**src/rtl/ring_sc_pkg.sv**
```systemverilog
package ring_sc_pkg;

    localparam int RING_W = 4;
    localparam int LOW_W  = RING_W - 1;

    typedef logic [RING_W-1:0] ring_t;
    typedef logic [LOW_W-1:0]  ring_low_t;

    typedef struct packed {
        logic rst;
        logic ld;
        logic en;
    } ring_ctl_t;

    typedef enum logic [1:0] {
        OP_RESET = 2'd0,
        OP_LOAD  = 2'd1,
        OP_SHIFT = 2'd2,
        OP_HOLD  = 2'd3
    } ring_op_e;

    // Seed: a single token at stage 0, at the polarity's active level.
    function automatic ring_t seed_pattern(input bit inv);
        ring_t one_tok;
        one_tok = ring_t'(1);
        return inv ? ~one_tok : one_tok;
    endfunction

    // Bit entering stage 0: NOR of the low stages, or NAND when inverted.
    function automatic logic serial_in(input ring_low_t low, input bit inv);
        return inv ? ~(&low) : ~(|low);
    endfunction

    function automatic ring_op_e pick_op(input ring_ctl_t c);
        if (c.rst)     return OP_RESET;
        else if (c.ld) return OP_LOAD;
        else if (c.en) return OP_SHIFT;
        else           return OP_HOLD;
    endfunction

endpackage

```
**src/rtl/ring_sc_feed.sv**
```systemverilog
module ring_sc_feed
    import ring_sc_pkg::*;
#(
    parameter bit INVERT = 1'b0
) (
    input  ring_t cur,
    output ring_t shifted
);
    ring_low_t low_bits;
    logic      fb_bit;

    assign low_bits = cur[LOW_W-1:0];
    assign fb_bit   = serial_in(low_bits, INVERT);
    assign shifted  = {low_bits, fb_bit};
endmodule

```
**src/rtl/ring_sc_core.sv**
```systemverilog
module ring_sc_core
    import ring_sc_pkg::*;
#(
    parameter bit INVERT = 1'b0
) (
    input  logic      clk,
    input  ring_ctl_t ctl,
    input  ring_t     load_pat,
    input  ring_t     shift_pat,
    output ring_t     state
);
    ring_op_e op;
    ring_t    nxt;

    assign op = pick_op(ctl);

    always_comb begin
        unique case (op)
            OP_RESET: nxt = seed_pattern(INVERT);
            OP_LOAD:  nxt = load_pat;
            OP_SHIFT: nxt = shift_pat;
            default:  nxt = state;
        endcase
    end

    always_ff @(posedge clk) begin
        state <= nxt;
    end
endmodule

```
**src/rtl/ring_sc_tap.sv**
```systemverilog
module ring_sc_tap
    import ring_sc_pkg::*;
(
    input  ring_t cur,
    output ring_t lines
);
    for (genvar i = 0; i < RING_W; i++) begin : g_tap
        assign lines[i] = cur[i];
    end
endmodule

```
**src/rtl/ring_sc_counter.sv**
```systemverilog
module ring_sc_counter
    import ring_sc_pkg::*;
#(
    parameter bit INVERT = 1'b0
) (
    input  logic       clk,
    input  logic       rst,
    input  logic       en,
    input  logic       ld,
    input  logic [3:0] ld_val,
    output logic [3:0] q,
    output logic [3:0] phase
);
    ring_ctl_t ctl;
    ring_t     cur;
    ring_t     shifted;

    assign ctl = '{rst: rst, ld: ld, en: en};

    ring_sc_feed #(.INVERT(INVERT)) u_feed (
        .cur     (cur),
        .shifted (shifted)
    );

    ring_sc_core #(.INVERT(INVERT)) u_core (
        .clk       (clk),
        .ctl       (ctl),
        .load_pat  (ld_val),
        .shift_pat (shifted),
        .state     (cur)
    );

    ring_sc_tap u_tap (
        .cur   (cur),
        .lines (phase)
    );

    assign q = cur;
endmodule

```
**config.mk**
```make
export PLATFORM = sky130hd
export DESIGN_NAME = ring_sc_counter
export DESIGN_NICKNAME = d
export VERILOG_FILES = /design/src/rtl/ring_sc_pkg.sv /design/src/rtl/ring_sc_feed.sv /design/src/rtl/ring_sc_core.sv /design/src/rtl/ring_sc_tap.sv /design/src/rtl/ring_sc_counter.sv
export SDC_FILE = /design/constraint.sdc
export NUM_CORES = 1
export LEC_CHECK = 0
export BUFFER_PORTS_ARGS = -buffer_cell sky130_fd_sc_hd__buf_2
export CORE_AREA = 2 2 39 41
export DETAILED_ROUTE_END_ITERATION = 8
export DIE_AREA = 0 0 41 43
export HOLD_SLACK_MARGIN = 0.15
export PLACE_DENSITY_LB_ADDON = 0.3
export SYNTH_ARGS = -nofsm -noshare
export SYNTH_HDL_FRONTEND = slang
export SYNTH_SLANG_ARGS = --single-unit
export TNS_END_PERCENT = 10
```
**constraint.sdc**
```tcl
create_clock -name clk -period 1.8 [get_ports clk]
set_input_delay 0.27 -clock clk [delete_from_list [all_inputs] [get_ports clk]]
set_output_delay 0.27 -clock clk [all_outputs]
set_load 0.02 [all_outputs]
```
==> flow_metrics.py <==
metrics = {
    "status": {
        "status": "complete, no violations",
    },
    "worst_setup_path": {
        "cp_cell_sequence": "buf_2",
        "critPathTopFamily": "flip-flops",
        "cp.required_ns": 1.53,
        "worst-path-buf-inv": 1,
        "slowest_stage": "edfxtp_1",
        "endpoint_kind": "output port",
        "cp_max_fo": 4,
        "slowest_delay_ns": 0.45,
        "arrival_ns": 0.88,
        "cp-start-kind": "flip-flop",
        "r2r-start": "u_core.state[2]",
        "r2r_setup_slack_ns": 0.68,
        "critical_path_depth": 1,
        "crit_type": "reg2out",
        "r2r_cells": 2,
        "regToRegEndpoint": "u_core.state[0]",
        "worstSetupStartpoint": "u_core.state[2]",
    },
    "min_path": {
        "hold_start": "ld_val[0]",
        "hold-path-cell-count": 2,
        "worstHoldEndpoint": "u_core.state[0]",
        "hp-class": "in2reg",
    },
    "cells_and_area": {
        "top_regs": "u_core.state x4",
        "largest_register_ffs": 4,
        "antenna_cells": 0,
        "drive_gt1_share_pct": 54.3,
        "fin_nets": 45,
        "regMostFlops": "u_core.state",
        "final-instance-count-excl-fill": 51,
        "area_delta_synth_final_pct": 31.3,
    },
    "logic_synthesis": {
        "yosysSeqAreaShare_pct": 49.2,
        "synth_xor_area_share_pct": 0,
        "syn_inst": 22,
        "syn_nets": 30,
        "synth_mux_area_share_pct": 0,
        "yosys-top-cells-count": "buf_4, edfxtp_1, a21oi_1, nand2_1, nand3b_1",
        "netlist_area_um2": 244,
        "synthFlopType": "edfxtp_1",
        "synth_cell_type_count": 10,
        "synth_edf_count": 4,
        "netlist_top_cells_area": "edfxtp_1, buf_4, nand3b_1, a21oi_1, nor4_2",
        "synth_top_cell_area_share_pct": 49.2,
        "yosys.area_share.simple_pct": 23.1,
        "async_reset_ff_share_pct": 0,
        "synth_warnings": 0,
        "synth_compound_area_share_pct": 10.8,
        "synthAdderAreaFrac_pct": 0,
        "synth_top_family_by_area": "simple AND/OR/NAND/NOR gates",
        "postSynthAreaPerCell_um2": 11.1,
        "yosys_register_bits": 4,
        "synth_largest_area_cell": "edfxtp_1",
    },
    "timing": {
        "worstMarginPinSlew_ns": 0.198,
        "rsz0062_at_grt": "no",
        "maxSlewViolCount": 0,
        "max_slew_margin_pct": 86.7,
        "holdWs_ns": 0.345,
        "finalSetupTns_ns": 0,
        "min_period_over_period_pct": 63.7,
        "finClkSkew_ns": 0.000167,
        "setup_viol": 0,
        "hold_viol": 0,
        "max_freq_mhz": 872,
        "min_period_ns": 1.15,
    },
    "grt": {
        "grt_pass1_wl_um": 786,
        "gr-total-overflow": 0,
        "grt_util_all_layers_pct": 8.07,
        "grt_pass1_vias": 172,
        "grt_max_degree": 11,
        "antenna_found_initial": 0,
    },
    "routing": {
        "wl_per_cell_um": 10.5,
        "first_iter_violations": 3,
        "drc_errors": 0,
        "via_count": 201,
        "antenna_left": 0,
        "via_per_inst": 3.94,
        "drt-total-wl_um": 533,
        "firstDrtPassIters": 4,
    },
    "placement": {
        "port_buffers": 15,
        "place_congestion": 0.650,
        "dp_hpwl_um": 380,
        "dp_cells": 48,
    },
    "clock_tree": {
        "cts_max_path_buffers": 2,
        "ctsResizeCount": 0,
        "htree_levels": 1,
        "cts_hold_buffers": 0,
        "clk_latency_ns": 0.23,
        "cts_tree": "built",
        "clock-sinks": 4,
        "numCtsBuffers": 3,
        "cts-root-buf": "clkbuf_4",
        "clk_pin_slew_worst_paths_ns": 0.04,
        "cts_setup_buffers": 0,
    },
    "power_and_ir_drop": {
        "ir_drop_mv": 0.181,
        "p_per_area_mw_per_mm2": 890,
        "leakage_nw": 0.143,
    },
    "floorplan": {
        "die_y_um": 43,
        "die-area_mm2": 0.00176,
        "die-width_um": 41,
        "core.rowCount": 14,
        "io-pin-count": 16,
        "start_util_pct": 17.6,
        "core-area_mm2": 0.00138,
    },
    "flow_run": {
        "cap_violations": 0,
    },
}
==> power by group <==
part	switching, mW	internal, mW	leakage (nW)
Sequential	0.00744	0.112	0.0434
Clock	0.0363	0.0746	0.0138
Combinational	0.0342	0.0208	0.0860
==> final cells by class <==
cell class                 instances  area [µm²]
clock buffer                       3        22.5
fill                             149        1060
multi-input combinational         13        82.6
sequential                         4         120
tap                               16        20.0
timing repair buffer              15        75.1
==> cell families (layout without fill, tap and decap cells) <==
family	after synthesis	in the layout
flops	4	4
buf+inv	5	18
simple gates	9	9
compound gates	4	4
==> metal layers <==
layer,global-route usage [%],wire [µm],up-vias
li1,-,-,103
met1,10.8,256,87
met2,7.19,227,11
met3,3.14,49,0
met4,12.0,0,0
met5,0,0,-
==> how the worst max path moves through the flow <==
stage / endpoint / slack, ns
2_1_floorplan: u_core.state[0] / 0.61
3_3_place_gp: u_core.state[1] / 0.66
3_5_place_dp: u_core.state[3] / 0.67
4_1_cts: phase[2] / 0.65
5_1_grt: q[2] / 0.61
6_report: phase[2] / 0.65
==> cells in the final DEF (no fill, tap or decap) <==
| cell type | netlist | layout |
|---|---|---|
| nor4_2 | 1 | 1 |
| nor2_1 | 1 | 1 |
| a2111o_1 | 1 | 1 |
| nand3b_1 | 3 | 3 |
| edfxtp_1 | 4 | 4 |
| clkbuf_4 | 0 | 3 |
| nand2_1 | 3 | 3 |
| buf_2 | 0 | 15 |
| or3_1 | 1 | 1 |
| a21oi_1 | 3 | 3 |
==> per-stage QoR <==
stage	setup slack (ns)	util, %	power [mW]	instance area [µm²]
6_report	0.653	23.1	0.285	320
5_1_grt	0.610	23.1	0.306	320
4_1_cts	0.652	23.1	0.291	320
3_5_place_dp	0.667	21.5	0.175	298
3_3_place_gp	0.660	21.5	0.175	298
2_1_floorplan	0.605	-	0.161	244
No activity file was read; power rests on OpenSTA's default activity.
